<file path="config.mk">
export PLATFORM = sky130hd
export DESIGN_NAME = cache_maint_engine
export DESIGN_NICKNAME = d
export VERILOG_FILES = /design/src/rtl/cme_pkg.sv /design/src/rtl/cme_hit_find.sv /design/src/rtl/cme_victim_pick.sv /design/src/rtl/cache_maint_engine.sv
export SDC_FILE = /design/constraint.sdc
export NUM_CORES = 1
export LEC_CHECK = 0
export BUFFER_PORTS_ARGS = -buffer_cell sky130_fd_sc_hd__buf_2
export CAP_MARGIN = 15
export CORE_MARGIN = 3
export CORE_UTILIZATION = 31
export CTS_CLUSTER_DIAMETER = 150
export DETAILED_ROUTE_END_ITERATION = 16
export PLACE_DENSITY = 0.56
export SYNTH_ARGS = -nofsm -noshare
export SYNTH_HDL_FRONTEND = slang
export SYNTH_HIERARCHICAL = 1
export SYNTH_SLANG_ARGS = --single-unit
</file>
<file path="constraint.sdc">
create_clock -name clk -period 7.2 [get_ports clk]
set_clock_uncertainty 0.05 [all_clocks]
set_input_delay 1.08 -clock clk [delete_from_list [all_inputs] [get_ports clk]]
set_output_delay 1.08 -clock clk [all_outputs]
set_load 0.1 [all_outputs]
</file>
<file path="src/rtl/cme_pkg.sv">
package cme_pkg;

    typedef enum logic [2:0] {
        OP_FLUSH    = 3'd0,
        OP_INVAL    = 3'd1,
        OP_FLINV    = 3'd2,
        OP_LOCK     = 3'd3,
        OP_UNLOCK   = 3'd4,
        OP_PREFETCH = 3'd5,
        OP_MARK     = 3'd6,
        OP_PROBE    = 3'd7
    } cme_op_e;

    typedef enum logic [1:0] {
        SC_ADDR = 2'd0,
        SC_SET  = 2'd1,
        SC_ALL  = 2'd2,
        SC_RSVD = 2'd3
    } cme_scope_e;

    typedef enum logic [1:0] {
        PH_IDLE = 2'd0,
        PH_EXEC = 2'd1,
        PH_WB   = 2'd2,
        PH_FILL = 2'd3
    } cme_phase_e;

endpackage

</file>
<file path="src/rtl/cme_hit_find.sv">
module cme_hit_find #(
    parameter  int WAYS  = 2,
    parameter  int TAG_W = 28,
    localparam int WAY_W = $clog2(WAYS)
) (
    input  logic [WAYS-1:0]             vld_i,
    input  logic [WAYS-1:0][TAG_W-1:0]  tag_i,
    input  logic [TAG_W-1:0]            key_i,
    output logic                        hit_o,
    output logic [WAY_W-1:0]            way_o
);

    logic found;

    // Lowest matching way wins; a correct cache holds at most one match.
    always_comb begin
        found = 1'b0;
        way_o = '0;
        for (int w = 0; w < WAYS; w++) begin
            if (!found && vld_i[w] && tag_i[w] == key_i) begin
                found = 1'b1;
                way_o = WAY_W'(w);
            end
        end
        hit_o = found;
    end

endmodule

</file>
<file path="src/rtl/cme_victim_pick.sv">
module cme_victim_pick #(
    parameter  int WAYS  = 2,
    localparam int WAY_W = $clog2(WAYS)
) (
    input  logic [WAYS-1:0]  vld_i,
    input  logic [WAYS-1:0]  lck_i,
    input  logic [WAY_W-1:0] ptr_i,
    output logic             found_o,
    output logic [WAY_W-1:0] way_o
);

    logic             found;
    logic [WAY_W-1:0] idx;

    always_comb begin
        found = 1'b0;
        way_o = '0;
        idx   = '0;
        // First choice: a free way, lowest index.
        for (int w = 0; w < WAYS; w++) begin
            if (!found && !vld_i[w] && !lck_i[w]) begin
                found = 1'b1;
                way_o = WAY_W'(w);
            end
        end
        // Otherwise: first unlocked way at or after the rotation pointer.
        for (int k = 0; k < WAYS; k++) begin
            idx = ptr_i + WAY_W'(k);
            if (!found && !lck_i[idx]) begin
                found = 1'b1;
                way_o = idx;
            end
        end
        found_o = found;
    end

endmodule

</file>
<file path="src/rtl/cache_maint_engine.sv">
module cache_maint_engine
    import cme_pkg::*;
#(
    parameter  int ADDR_W     = 32,
    parameter  int LINE_BYTES = 16,
    parameter  int SETS       = 4,
    parameter  int WAYS       = 2,
    localparam int OFF_W      = $clog2(LINE_BYTES),
    localparam int SET_W      = $clog2(SETS),
    localparam int WAY_W      = $clog2(WAYS),
    localparam int TAG_W      = ADDR_W - OFF_W
) (
    input  logic              clk,
    input  logic              rst_n,
    input  logic              cmd_valid,
    input  logic [2:0]        cmd_op,
    input  logic [1:0]        cmd_scope,
    input  logic [ADDR_W-1:0] cmd_addr,
    input  logic [SET_W-1:0]  cmd_set,
    output logic              busy,
    output logic              done,
    output logic              probe_hit,
    output logic              probe_dirty,
    output logic              probe_lock,
    output logic              wb_req,
    output logic [ADDR_W-1:0] wb_addr,
    input  logic              wb_ack,
    output logic              fill_req,
    output logic [ADDR_W-1:0] fill_addr,
    input  logic              fill_ack,
    output logic              flush_evt,
    output logic              repl_evt
);

    typedef struct packed {
        cme_phase_e                          ph;
        cme_op_e                             op;
        cme_scope_e                          sc;
        logic [TAG_W-1:0]                    ltag;
        logic [SET_W-1:0]                    set;
        logic [WAY_W-1:0]                    way;
        logic [SETS-1:0][WAYS-1:0]           v;
        logic [SETS-1:0][WAYS-1:0]           d;
        logic [SETS-1:0][WAYS-1:0]           l;
        logic [SETS-1:0][WAYS-1:0][TAG_W-1:0] t;
        logic [SETS-1:0][WAY_W-1:0]          rr;
        logic                                done;
        logic                                fevt;
        logic                                revt;
        logic                                phit;
        logic                                pdirty;
        logic                                plock;
    } cme_state_t;

    cme_state_t s_q, s_d;

    logic             hit;
    logic [WAY_W-1:0] hit_way;
    logic             vic_found;
    logic [WAY_W-1:0] vic_way;
    logic [WAY_W-1:0] tw;
    logic             line_on;
    logic             step_last;
    logic             go_next;
    logic             go_fin;
    logic             bad_scope;
    logic             in_maint;
    logic             unused_off;

    assign unused_off = ^cmd_addr[OFF_W-1:0];

    cme_hit_find #(.WAYS(WAYS), .TAG_W(TAG_W)) i_hit (
        .vld_i (s_q.v[s_q.set]),
        .tag_i (s_q.t[s_q.set]),
        .key_i (s_q.ltag),
        .hit_o (hit),
        .way_o (hit_way)
    );

    cme_victim_pick #(.WAYS(WAYS)) i_vic (
        .vld_i   (s_q.v[s_q.set]),
        .lck_i   (s_q.l[s_q.set]),
        .ptr_i   (s_q.rr[s_q.set]),
        .found_o (vic_found),
        .way_o   (vic_way)
    );

    always_comb begin
        s_d       = s_q;
        s_d.done  = 1'b0;
        s_d.fevt  = 1'b0;
        s_d.revt  = 1'b0;
        go_next   = 1'b0;
        go_fin    = 1'b0;
        in_maint  = (cmd_op <= 3'd2);
        tw        = (s_q.sc == SC_ADDR) ? hit_way : s_q.way;
        line_on   = (s_q.sc == SC_ADDR) ? hit : s_q.v[s_q.set][s_q.way];
        bad_scope = (s_q.sc == SC_RSVD) || (s_q.op == OP_FLINV && s_q.sc == SC_ALL);
        step_last = (s_q.sc == SC_ADDR) ||
                    (s_q.way == WAY_W'(WAYS - 1) &&
                     (s_q.sc == SC_SET || s_q.set == SET_W'(SETS - 1)));

        unique case (s_q.ph)
            PH_IDLE: begin
                if (cmd_valid) begin
                    s_d.ph   = PH_EXEC;
                    s_d.op   = cme_op_e'(cmd_op);
                    s_d.sc   = in_maint ? cme_scope_e'(cmd_scope) : SC_ADDR;
                    s_d.ltag = cmd_addr[ADDR_W-1:OFF_W];
                    s_d.way  = '0;
                    if (in_maint && cmd_scope == 2'd1)
                        s_d.set = cmd_set;
                    else if (in_maint && cmd_scope == 2'd2)
                        s_d.set = '0;
                    else
                        s_d.set = cmd_addr[OFF_W +: SET_W];
                end
            end

            PH_EXEC: begin
                unique case (s_q.op)
                    OP_FLUSH, OP_INVAL, OP_FLINV: begin
                        s_d.way = tw;
                        if (bad_scope) begin
                            go_fin = 1'b1;
                        end else if (!line_on) begin
                            go_next = 1'b1;
                        end else if (s_q.op != OP_INVAL && s_q.d[s_q.set][tw]) begin
                            s_d.ph = PH_WB;
                        end else begin
                            if (s_q.op != OP_FLUSH) begin
                                s_d.v[s_q.set][tw] = 1'b0;
                                s_d.d[s_q.set][tw] = 1'b0;
                                s_d.l[s_q.set][tw] = 1'b0;
                            end
                            go_next = 1'b1;
                        end
                    end
                    OP_LOCK: begin
                        if (hit) s_d.l[s_q.set][hit_way] = 1'b1;
                        go_fin = 1'b1;
                    end
                    OP_UNLOCK: begin
                        if (hit) s_d.l[s_q.set][hit_way] = 1'b0;
                        go_fin = 1'b1;
                    end
                    OP_MARK: begin
                        if (hit) s_d.d[s_q.set][hit_way] = 1'b1;
                        go_fin = 1'b1;
                    end
                    OP_PROBE: begin
                        s_d.phit   = hit;
                        s_d.pdirty = hit && s_q.d[s_q.set][hit_way];
                        s_d.plock  = hit && s_q.l[s_q.set][hit_way];
                        go_fin     = 1'b1;
                    end
                    default: begin // prefetch
                        if (hit || !vic_found) begin
                            go_fin = 1'b1;
                        end else begin
                            s_d.way  = vic_way;
                            s_d.revt = s_q.v[s_q.set][vic_way];
                            if (s_q.v[s_q.set][vic_way] && s_q.d[s_q.set][vic_way])
                                s_d.ph = PH_WB;
                            else
                                s_d.ph = PH_FILL;
                        end
                    end
                endcase
            end

            PH_WB: begin
                if (wb_ack) begin
                    if (s_q.op == OP_PREFETCH) begin
                        s_d.ph = PH_FILL;
                    end else begin
                        s_d.d[s_q.set][s_q.way] = 1'b0;
                        s_d.fevt = 1'b1;
                        if (s_q.op == OP_FLINV) begin
                            s_d.v[s_q.set][s_q.way] = 1'b0;
                            s_d.l[s_q.set][s_q.way] = 1'b0;
                        end
                        s_d.ph  = PH_EXEC;
                        go_next = 1'b1;
                    end
                end
            end

            default: begin // PH_FILL
                if (fill_ack) begin
                    s_d.t[s_q.set][s_q.way] = s_q.ltag;
                    s_d.v[s_q.set][s_q.way] = 1'b1;
                    s_d.d[s_q.set][s_q.way] = 1'b0;
                    s_d.l[s_q.set][s_q.way] = 1'b0;
                    s_d.rr[s_q.set]         = s_q.way + WAY_W'(1);
                    go_fin                  = 1'b1;
                end
            end
        endcase

        if (go_next) begin
            if (step_last) begin
                go_fin = 1'b1;
            end else if (s_q.way == WAY_W'(WAYS - 1)) begin
                s_d.way = '0;
                s_d.set = s_q.set + SET_W'(1);
            end else begin
                s_d.way = s_q.way + WAY_W'(1);
            end
        end

        if (go_fin) begin
            s_d.ph   = PH_IDLE;
            s_d.done = 1'b1;
        end
    end

    always_ff @(posedge clk) begin
        if (!rst_n) s_q <= '0;
        else        s_q <= s_d;
    end

    assign busy        = (s_q.ph != PH_IDLE);
    assign done        = s_q.done;
    assign probe_hit   = s_q.phit;
    assign probe_dirty = s_q.pdirty;
    assign probe_lock  = s_q.plock;
    assign wb_req      = (s_q.ph == PH_WB);
    assign wb_addr     = {s_q.t[s_q.set][s_q.way], {OFF_W{1'b0}}};
    assign fill_req    = (s_q.ph == PH_FILL);
    assign fill_addr   = {s_q.ltag, {OFF_W{1'b0}}};
    assign flush_evt   = s_q.fevt;
    assign repl_evt    = s_q.revt;

endmodule

</file>
Word-level counts from Yosys, hierarchy flattened

Index checks and enable logic that the tools add are counted.

Memories: 0
Latch bits: 0
Output and inout bits: 73
Flip-flop bits (word level): 296
Bits in read-only memories: 0
Bits in writable memories: 0

Add/subtract/negate cells: 3
Shift-type cells: 0
Div/mod/pow operators: 0
Magnitude comparators: 12
Reduce and logical (&&, ||, !) cells: 56
Muxes and demuxes: 112
Multiply operators: 0
Equal/unequal tests: 40
Bitwise gates (word level): 17

Operators by type and width:

| operator           | count |
|---|---|
| $mux 252           | 1 |
| $bwmux 224         | 1 |
| $mux 24            | 6 |
| $bmux 56 s2        | 1 |
| $demux 56 s2       | 1 |
| $mux 56            | 2 |
| $mux 28            | 3 |
| $pmux 24 s3        | 1 |
| $and 8x8->8        | 7 |
| $eq 28x28->1       | 2 |
| $mux 1             | 48 |
| $mux 8             | 6 |
| $mux 38            | 1 |
| $mux 2             | 17 |
| $demux 28 s1       | 1 |
| $ne 3x3->1 const B | 8 |
| $not 8->8          | 3 |
| $or 8x8->8         | 3 |
| $pmux 8 s3         | 1 |
| $logic_and 1x1->1  | 20 |
| $reduce_and 10->1  | 2 |
| $pmux 8 s2         | 1 |
| $ne 2x2->1 const B | 7 |
| $bmux 2 s2         | 3 |
| 39 further kinds   | 94 |

Longest topological paths before layout

Gate-level depths: netlist of the first run.

Depth in word-level cells: 24
Depth in mapped cells: 16

By module

The synthesis of the first run kept the hierarchy.

Modules (own cells, without submodules):

| module             | instances | cells each | sequential area each (um^2) | area an instance (um^2) |
|---|---|---|---|---|
| cache_maint_engine | 1         | 1746       | 5925.7                      | 13817.0 |
| cme_hit_find       | 1         | 78         | 0.0                         | 620.6 |
| cme_victim_pick    | 1         | 4          | 0.0                         | 30.0 |

Worst setup path before layout of the first run

No wires, ideal clock.

Path type: flip-flop to flip-flop
Start: reg s_q[259] in the netlist's numbering
End: reg s_q[238] in the netlist's numbering
Slack: 2.933 ns
Arrival time: 4.142 ns
Data required time: 7.075 ns
Stages on the path, launching flop included: 16
Path buffers: 3
Cell sequence: dfxtp_1 -> buf_6 -> clkbuf_1 -> buf_2 -> mux4_2 -> xnor2_1 -> nand4_1 -> nor4_1 -> nand4_1 -> nor2b_1 -> or3b_2 -> nand4_1 -> and2_1 -> a21oi_2 -> or4_4 -> o22ai_1

Cells in the longest elaborated chain, start to end: 24
Elaborated cells between the ends (all ways): 65
Those cells by class: 6 x order compare; 6 x eq/ne; 37 x mux; 7 x bitwise; 9 x reduce/logical

RTL lines:

| element                       | line                      | text |
|---|---|---|
| start, declared               | cache_maint_engine.sv:55  | `cme_state_t s_q, s_d;` |
| start signal, assigned        | cache_maint_engine.sv:219 | `if (!rst_n) s_q <= '0;` |
| start signal, assigned        | cache_maint_engine.sv:220 | `else s_q <= s_d;` |
| $bmux 56 s2                   | cache_maint_engine.sv:74  | `.tag_i (s_q.t[s_q.set]),` |
| $mux 56 (not written as such) | cache_maint_engine.sv:74  |  |
| $eq 28x28->1                  | cme_hit_find.sv:20        | `if (!found && vld_i[w] && tag_i[w] == key_i) begin` |
| $logic_and 1x1->1             | cme_hit_find.sv:20        |  |
| $mux 1                        | cme_hit_find.sv:20        |  |
| $logic_not 1->1               | cme_hit_find.sv:20        |  |
| $logic_and 1x1->1             | cme_hit_find.sv:20        |  |
| $logic_and 1x1->1 (*)         | cme_hit_find.sv:20        |  |
| (+1 left out)                 | --                        |  |
| named net hit_way             | cache_maint_engine.sv:58  | `logic [WAY_W-1:0] hit_way;` |
| (+7 left out)                 | --                        |  |
| $not 8->8 (no line)           | --                        |  |
| $and 8x8->8 (no line)         | --                        |  |
| $mux 24                       | cache_maint_engine.sv:131 | `if (s_q.op != OP_FLUSH) begin` |
| $mux 24                       | cache_maint_engine.sv:128 | `end else if (s_q.op != OP_INVAL && s_q.d[s_q.set][tw]) begin` |
| $mux 24                       | cache_maint_engine.sv:126 | `end else if (!line_on) begin` |
| $mux 24                       | cache_maint_engine.sv:124 | `if (bad_scope) begin` |
| $pmux 8 s3                    | cache_maint_engine.sv:121 | `unique case (s_q.op)` |
| $pmux 24 s3                   | cache_maint_engine.sv:103 | `unique case (s_q.ph)` |

Mark *: on every way through the listed nets, which the timed path passes. The rest lies on a longest branch. The select of a mux whose other input is x is not followed.
A chain may end at the register's enable or synchronous reset.

Worst setup path after layout of the first run

Start: reg s_q[259] in the netlist's numbering
End: reg s_q[254] in the netlist's numbering

Cells in the longest elaborated chain, start to end: 24
Elaborated cells between the ends (all ways): 52
Those cells by class: 4 x order compare; 4 x eq/ne; 31 x mux; 5 x bitwise; 8 x reduce/logical

RTL lines:

| element                       | line |
|---|---|
| $bmux 56 s2                   | cache_maint_engine.sv:74 |
| $mux 56 (not written as such) | cache_maint_engine.sv:74 |
| $eq 28x28->1                  | cme_hit_find.sv:20 |
| $logic_and 1x1->1             | cme_hit_find.sv:20 |
| $mux 1                        | cme_hit_find.sv:20 |
| $logic_not 1->1               | cme_hit_find.sv:20 |
| $logic_and 1x1->1             | cme_hit_find.sv:20 |
| $logic_and 1x1->1 (*)         | cme_hit_find.sv:20 |
| (+1 left out)                 | -- |
| named net hit_way             | cache_maint_engine.sv:58 |
| (+7 left out)                 | -- |
| $not 8->8 (no line)           | -- |
| $and 8x8->8 (no line)         | -- |
| $mux 24                       | cache_maint_engine.sv:131 |
| $mux 24                       | cache_maint_engine.sv:128 |
| $mux 24                       | cache_maint_engine.sv:126 |
| $mux 24                       | cache_maint_engine.sv:124 |
| $mux 8                        | cache_maint_engine.sv:121 |
| $pmux 24 s3                   | cache_maint_engine.sv:103 |

Marked as above.

==> results of run 1 <==
logic make-up after synthesis:
logic type,Yosys count,share of synthesized area
AOI/OAI and AO/OA,408,0.1573
xor gates and xnor gates,56,0.03390
adders and majority gates,8,0.006919
buffers and inverters,202,0.06331
DFF,296,0.4096
muxes,77,0.1087
other,1,0.0002592
and+or+nand+nor,780,0.2200
final timing paths:
check	end	slack, ns	cells after the start
worst max register to register	s_q[254]$_SDFFE_PN0P_	1.79	13
worst min register to register	flip-flop	0.40	2
worst max-delay path	s_q[254]$_SDFFE_PN0P_	1.79	13
worst min-delay path	flip-flop	0.40	2
power by group:
group          switching (mW)  leakage, nW  internal (mW)
Clock                   0.712        0.575           1.08
Sequential             0.0745         2.39           1.65
Combinational           0.307         2.72          0.113
routing by layer:
layer / vias to the layer above / part of all wire / GRT usage / wire length, um
met3: 87 / 0.067 / 0.02926 / 3145
met5: - / 0 / 0 / 0
li1: 6118 / - / - / -
met4: 0 / 0.028 / 0.06667 / 1330
met1: 6110 / 0.44 / 0.2543 / 20890
met2: 460 / 0.46 / 0.3041 / 21830
cell usage after synthesis (all sizes together), types with 4 or more instances:
| master | number | area, um^2 |
|---|---|---|
| nor4 | 10 | 62.56 |
| o221a | 6 | 67.56 |
| mux4 | 64 | 1441 |
| nand3b | 7 | 52.55 |
| buf | 52 | 352.8 |
| inv | 14 | 52.55 |
| ha | 8 | 100.1 |
| xor2 | 22 | 192.7 |
| o21ai | 35 | 175.2 |
| nor3b | 6 | 50.05 |
| xnor2 | 34 | 297.8 |
| nor3 | 22 | 115.1 |
| o311ai | 7 | 61.31 |
| nor2b | 8 | 50.05 |
| clkbuf | 135 | 506.7 |
| and2 | 4 | 25.02 |
| nand3 | 17 | 85.08 |
| nand4 | 15 | 93.84 |
| mux2i | 12 | 120.1 |
| a22o | 4 | 35.03 |
| dfxtp | 296 | 5926 |
| a31oi | 5 | 31.28 |
| nor2 | 28 | 105.1 |
| o21a | 9 | 67.56 |
| a21oi | 310 | 1555 |
| nand2 | 649 | 2436 |
metrics by stage:
stage               total power, mW  hold slack (ns)  instance area [um^2]  worst slack [ns]    util
CTS                           3.983           0.4017                 16330             1.818  0.3568
floorplan                     2.084           0.3831                 14490             2.933       -
global route                  4.080           0.4149                 16330             1.460  0.3568
detailed placement            2.185           0.3933                 15170             1.821  0.3315
global placement              2.183           0.3883                 15170             1.867  0.3315
finish                        3.943           0.4021                 16340             1.788  0.3569
layout make-up:
| class | instances | share of cell area |
|---|---|---|
| timing repair buffer | 133 | 0.04519 |
| tap | 600 | 0.04596 |
| clock inverter | 14 | 0.009957 |
| inverter | 15 | 0.003906 |
| sequential | 296 | 0.3633 |
| multi-input combinational | 1337 | 0.4705 |
| antenna | 1 | 0.0001532 |
| clock buffer | 46 | 0.06104 |
worst max-delay path: cells and delay by family (launching register included):
kind | cells | cell delay [ns]
simple gates | 7 | 2.10
compound gates | 3 | 1.21
flops | 1 | 0.81
mux | 1 | 0.55
buf+inv | 1 | 0.33
xor+xnor | 1 | 0.19
==> metrics.md, run 1 <==
| Metric | Value |
|---|---|
| Fillers | `4707` |
| Setup bufs post-CTS | `0` |
| Seq/Total Area, Yosys | `0.4096` |
| Worst r2r src | `s_q[259]$_SDFF_PN0_` |
| Max_slew headroom | `0.2665` |
| Max Root-Sink Buffers | `3` |
| Total GRT Usage | `0.1876` |
| Worst path max stage delay | `0.81 ns` |
| Net count of the finished layout | `1869` |
| Avg Cell Area, Syn | `7.914 um^2` |
| Mapped Area | `14470 um^2` |
| Final Hold Vio Count | `0` |
| CTS sink cnt | `296` |
| Final Max Tran Viols | `0` |
| Wirelength per Cell | `19.33 um` |
| Most frequent CP cell | `nand4_1` |
| Final ANT Viol Nets | `0` |
| CTS tree | `yes` |
| Fin crit share | `0.7517` |
| Vias per cell | `5.231` |
| Gr ovfl total | `0` |
| Total vias in the final route | `12775` |
| Routability cong. | `0.8405` |
| Number of antenna violations at the first check in global routing | `1` |
| Clock transition at path regs | `0.06 ns` |
| # placed instances | `2381` |
| RSZ-0062 raised after global routing | `false` |
| Clk_lat worst skew | `0.53 ns` |
| DRC violations left | `0` |
| Cells along the critical path | `buf_4, mux4_2, xnor2_1, nand4_1, nor4_1, nand4_1, nor2b_1, nor3b_1, o211ai_1, and2_1, a31oi_1, nor3_1, o2bb2a_1` |
| Worst-path maximum fanout | `33` |
| Critical path class | `flip-flop to flip-flop` |
| Die W | `222.0 um` |
| Max_cap viols | `0` |
| Crit. End Element | `flip-flop` |
| Crit. Startpoint | `s_q[259]$_SDFF_PN0_` |
| Syn. warnings | `6` |
| Unique masters post-synth | `64` |
| Initial Util | `0.3161` |
| Ys flop type | `dfxtp_1` |
| H-tree levels | `2` |
| Static Leak | `5.685 nW` |
| Commonest non-fill, non-tap cells in the layout | `647 x nand2_1, 309 x a21oi_1, 293 x dfxtp_1` |
| Setup violations, final | `0` |
| CP arrival | `5.78 ns` |
| Peak Freq | `184.8 MHz` |
| Tightest Pin Transition | `1.099 ns` |
| Detail Placement HPWL | `29360 um` |
| Vias in the first global route | `12427` |
| CP max-delay cell | `dfxtp_4` |
| Total Wirelength | `47200 um` |
| Die Area | `49300 um^2` |
| First-pass GRT wire length | `73400 um` |
| Peak VDD IR | `0.1900 mV` |
| Layout cells sized above 1 | `0.1554` |
| Hold crit path type | `flip-flop to flip-flop` |
| Core area | `45770 um^2` |
| Post-synth EDFFs | `0` |
| Post-synth ARST share | `0` |
| Post-CTS sizing | `0` |
| Register area | `5934 um^2` |
| Multi-input gate area | `7686 um^2` |
| Worst endpoint required time | `7.57 ns` |
| DIE HEIGHT | `222.0 um` |
| Hold-fix buffers, CTS | `0` |
| PortBufs | `104` |
| Initial DRC Count | `1028` |
| CTS root buf | `clkbuf_16` |
| Io pins | `117` |
| First-pass DRT Iterations | `6` |
| Commonest non-fill, non-tap cell in the layout | `nand2_1` |
| Layout area overhead | `12.91%` |
| Min cycle time layout | `5.412 ns` |
| Fin cells | `2442` |
| Post-route setup TNS | `0 ns` |
| Startpoint Class | `flip-flop` |
| Row cnt | `78` |
| Synthesis-stage register bit count | `296` |
| Status | `completed` |
| TritonCTS buffer count | `34` |
| Power per Cell Area | `241.3 nW/um^2` |
| Cells after Synth | `1828` |
| Largest net degree at the start of global routing | `111` |
(Power assumes the default switching activity.)
==> inputs of run 2 (changes only) <==
==> constraint.sdc (replaced) <==
create_clock -name clk -period 5.4 [get_ports clk]
set_clock_uncertainty 0.05 [all_clocks]
set_input_delay 0.81 -clock clk [delete_from_list [all_inputs] [get_ports clk]]
set_output_delay 0.81 -clock clk [all_outputs]
set_load 0.1 [all_outputs]
==> run 2 against run 1 <==
Setup slack worse by 1.3 ns. Critical path depth unchanged. Sequential power up 32%. Global-route usage up 0.28 points. First-iteration DRC count up 17%. Wire length up 2.3%. Clock-buffer cell count up 7. Sequential share of layout area down 0.17 points. Clock power up 28%. Register-to-register slack worse by 1.3 ns. Critical path type unchanged. Critical endpoint is now s_q[236]$_SDFFE_PN0P_. Largest power group unchanged.
==> metrics.md, run 2 (synthesis results as in run 1) <==
| Metric | Value |
|---|---|
| Commonest non-fill, non-tap cell in the layout | `nand2_1 (unchanged)` |
| Routability cong. | `0.8362 (was 0.8405)` |
| CP max-delay cell | `dfxtp_4 (unchanged)` |
| Sequential power share | `0.441 (was 0.439)` |
| Max_slew headroom | `0.2599 (was 0.2665)` |
| Gate power share | `0.117 (was 0.106)` |
| CP arrival | `5.29 ns (was 5.78 ns)` |
| Final Hold Vio Count | `0 (unchanged)` |
| CTS sink cnt | `296 (unchanged)` |
| Net Sw Power | `1.455 mW (was 1.093 mW)` |
| Post-CTS sizing | `0 (unchanged)` |
| Total vias in the final route | `12857 (was 12775)` |
| Post-route cell area | `16410 um^2 (was 16340 um^2)` |
| Reg2reg path depth | `13 (unchanged)` |
| Worst endpoint required time | `5.81 ns (was 7.57 ns)` |
| Total Wirelength | `48280 um (was 47200 um)` |
| Vias per cell | `5.233 (was 5.231)` |
| Static Leak | `5.736 nW (was 5.685 nW)` |
| RSZ-0062 raised after global routing | `false (unchanged)` |
| Hold-fix buffers, CTS | `0 (unchanged)` |
| Die Area | `49300 um^2 (unchanged)` |
| Antenna diodes | `0 (was 1)` |
| Max Root-Sink Buffers | `3 (unchanged)` |
| Peak Freq | `205.0 MHz (was 184.8 MHz)` |
| Layout cells sized above 1 | `0.1589 (was 0.1554)` |
| Startpoint Class | `flip-flop (unchanged)` |
| Clock transition at path regs | `0.06 ns (about the same)` |
| Wirelength per Cell | `19.65 um (was 19.33 um)` |
| Worst path max stage delay | `0.69 ns (was 0.81 ns)` |
| Setup violations, final | `0 (unchanged)` |
| Hold crit path type | `flip-flop to flip-flop (unchanged)` |
| Dpl cell area | `15330 um^2 (was 15170 um^2)` |
| Row cnt | `78 (unchanged)` |
| Number of antenna violations at the first check in global routing | `0 (was 1)` |
| Commonest non-fill, non-tap cells in the layout | `647 x nand2_1, 309 x a21oi_1, 293 x dfxtp_1 (unchanged)` |
| Final ANT Viol Nets | `0 (unchanged)` |
| CTS root buf | `clkbuf_16 (unchanged)` |
| Post-route setup TNS | `0 ns (unchanged)` |
| Switch share | `0.2810 (was 0.2772)` |
| Most frequent CP cell | `nand4_1 (unchanged)` |
| Detail Placement HPWL | `29830 um (was 29360 um)` |
| First-pass DRT Iterations | `5 (was 6)` |
| Cells along the critical path | `mux4_2, xnor2_1, nand4_1, nor4_1, nand4_1, nor2b_1, or3b_2, nand4_1, and2_1, a21oi_2, buf_4, or4_4, o22ai_1 (was buf_4, mux4_2, xnor2_1, nand4_1, nor4_1, nand4_1, nor2b_1, nor3b_1, o211ai_1, and2_1, a31oi_1, nor3_1, o2bb2a_1)` |
| Io pins | `117 (unchanged)` |
| Fin crit share | `0.9032 (was 0.7517)` |
| TritonCTS buffer count | `34 (unchanged)` |
| Largest net degree at the start of global routing | `153 (was 111)` |
| Total GRT Usage | `0.1905 (was 0.1876)` |
| First-pass GRT wire length | `74150 um (was 73400 um)` |
| Clk_lat worst skew | `0.54 ns (was 0.53 ns)` |
| Status | `completed (unchanged)` |
| Critical path class | `flip-flop to flip-flop (unchanged)` |
| DIE HEIGHT | `222.0 um (unchanged)` |
| Peak VDD IR | `0.1805 mV (was 0.1900 mV)` |
| Clock share of power | `0.442 (was 0.455)` |
| Crit. End Element | `flip-flop (unchanged)` |
| Core area | `45770 um^2 (unchanged)` |
| Power per Cell Area | `315.5 nW/um^2 (was 241.3 nW/um^2)` |
| Initial DRC Count | `1204 (was 1028)` |
| Int Pwr | `3.724 mW (was 2.850 mW)` |
| Layout area overhead | `13.46% (was 12.91%)` |
| DRC violations left | `0 (unchanged)` |
| Vias in the first global route | `12279 (was 12427)` |
| CTS tree | `yes (unchanged)` |
| Max_cap viols | `0 (unchanged)` |
| Initial Util | `0.3161 (unchanged)` |
| Gr ovfl total | `0 (unchanged)` |
| Worst-path maximum fanout | `23 (was 33)` |
| H-tree levels | `2 (unchanged)` |
| PortBufs | `104 (unchanged)` |
| Setup bufs post-CTS | `0 (unchanged)` |
| Die W | `222.0 um (unchanged)` |
| Tightest Pin Transition | `1.103 ns (was 1.099 ns)` |
| Worst hold stages | `2 (unchanged)` |
| Final Max Tran Viols | `0 (unchanged)` |
| Net count of the finished layout | `1886 (was 1869)` |
| Min cycle time layout | `4.878 ns (was 5.412 ns)` |
## run 2: cell count changes in the layout (fill, tap and decap cells not counted), moves of 2 or more
| cell | before | now |
|---|---|---|
| buf_4 | 29 | 44 |
| bufinv_16 | 3 | 1 |
| buf_12 | 0 | 2 |
| clkinv_2 | 6 | 2 |
| clkinv_4 | 3 | 1 |
| clkbuf_1 | 3 | 10 |
## run 2: worst max-delay path, delay by kind of cell, from the launching register on
kind | cells | cell delay [ns]
and+or+nand+nor | 8 | 2.63
AOI/OAI and AO/OA | 2 | 0.25
buffers and inverters | 1 | 0.19
DFF | 1 | 0.69
muxes | 1 | 0.60
xor gates and xnor gates | 1 | 0.35
## run 2: worst paths after layout
path                       startpoint                    end  slack (ns)
setup reg to reg  s_q[259]$_SDFF_PN0_  s_q[236]$_SDFFE_PN0P_        0.52
hold / removal              flip-flop              flip-flop        0.40
hold reg to reg             flip-flop              flip-flop        0.40
setup / recovery  s_q[259]$_SDFF_PN0_  s_q[236]$_SDFFE_PN0P_        0.52
## run 2: area by class of cell
cell class / instances / area, um^2
clock buffers: 53 / 1023
inverters: 15 / 63.81
flip-flops and latches: 296 / 5934
multi-input cells: 1337 / 7686
fillers: 4714 / 29360
clock inverters: 6 / 65.06
well taps: 600 / 750.7
repair buffers: 150 / 890.9
## run 2: power groups by stage
| stage | logic, mW | clock network (mW) | registers [mW] |
|---|---|---|---|
| 2_1_floorplan | 0.502 | 0 | 2.28 |
| 3_5_place_dp | 0.605 | 0 | 2.33 |
| 3_3_place_gp | 0.601 | 0 | 2.33 |
| 5_1_grt | 0.645 | 2.42 | 2.29 |
| 4_1_cts | 0.607 | 2.33 | 2.28 |
| 6_report | 0.607 | 2.29 | 2.28 |
## run 2: routing by layer
layer	wire length, um	vias up	track usage
met5	0	-	0
met4	1260	0	0.05820
met3	3624	79	0.03892
met2	22120	453	0.3027
met1	21280	6172	0.2611
li1	-	6153	-
## run 2: stage by stage
stage / setup WS (ns) / hold slack, ns / utilization / total power [mW] / instances
floorplan: 1.133 / 0.3831 / - / 2.778 / 1835
global placement: 0.5810 / 0.3888 / 0.3348 / 2.931 / 2398
detailed placement: 0.5849 / 0.3937 / 0.3348 / 2.936 / 2398
CTS: 0.5499 / 0.4017 / 0.3586 / 5.222 / 2457
global route: 0.2393 / 0.4152 / 0.3586 / 5.357 / 2457
finish: 0.5225 / 0.4015 / 0.3586 / 5.179 / 2457
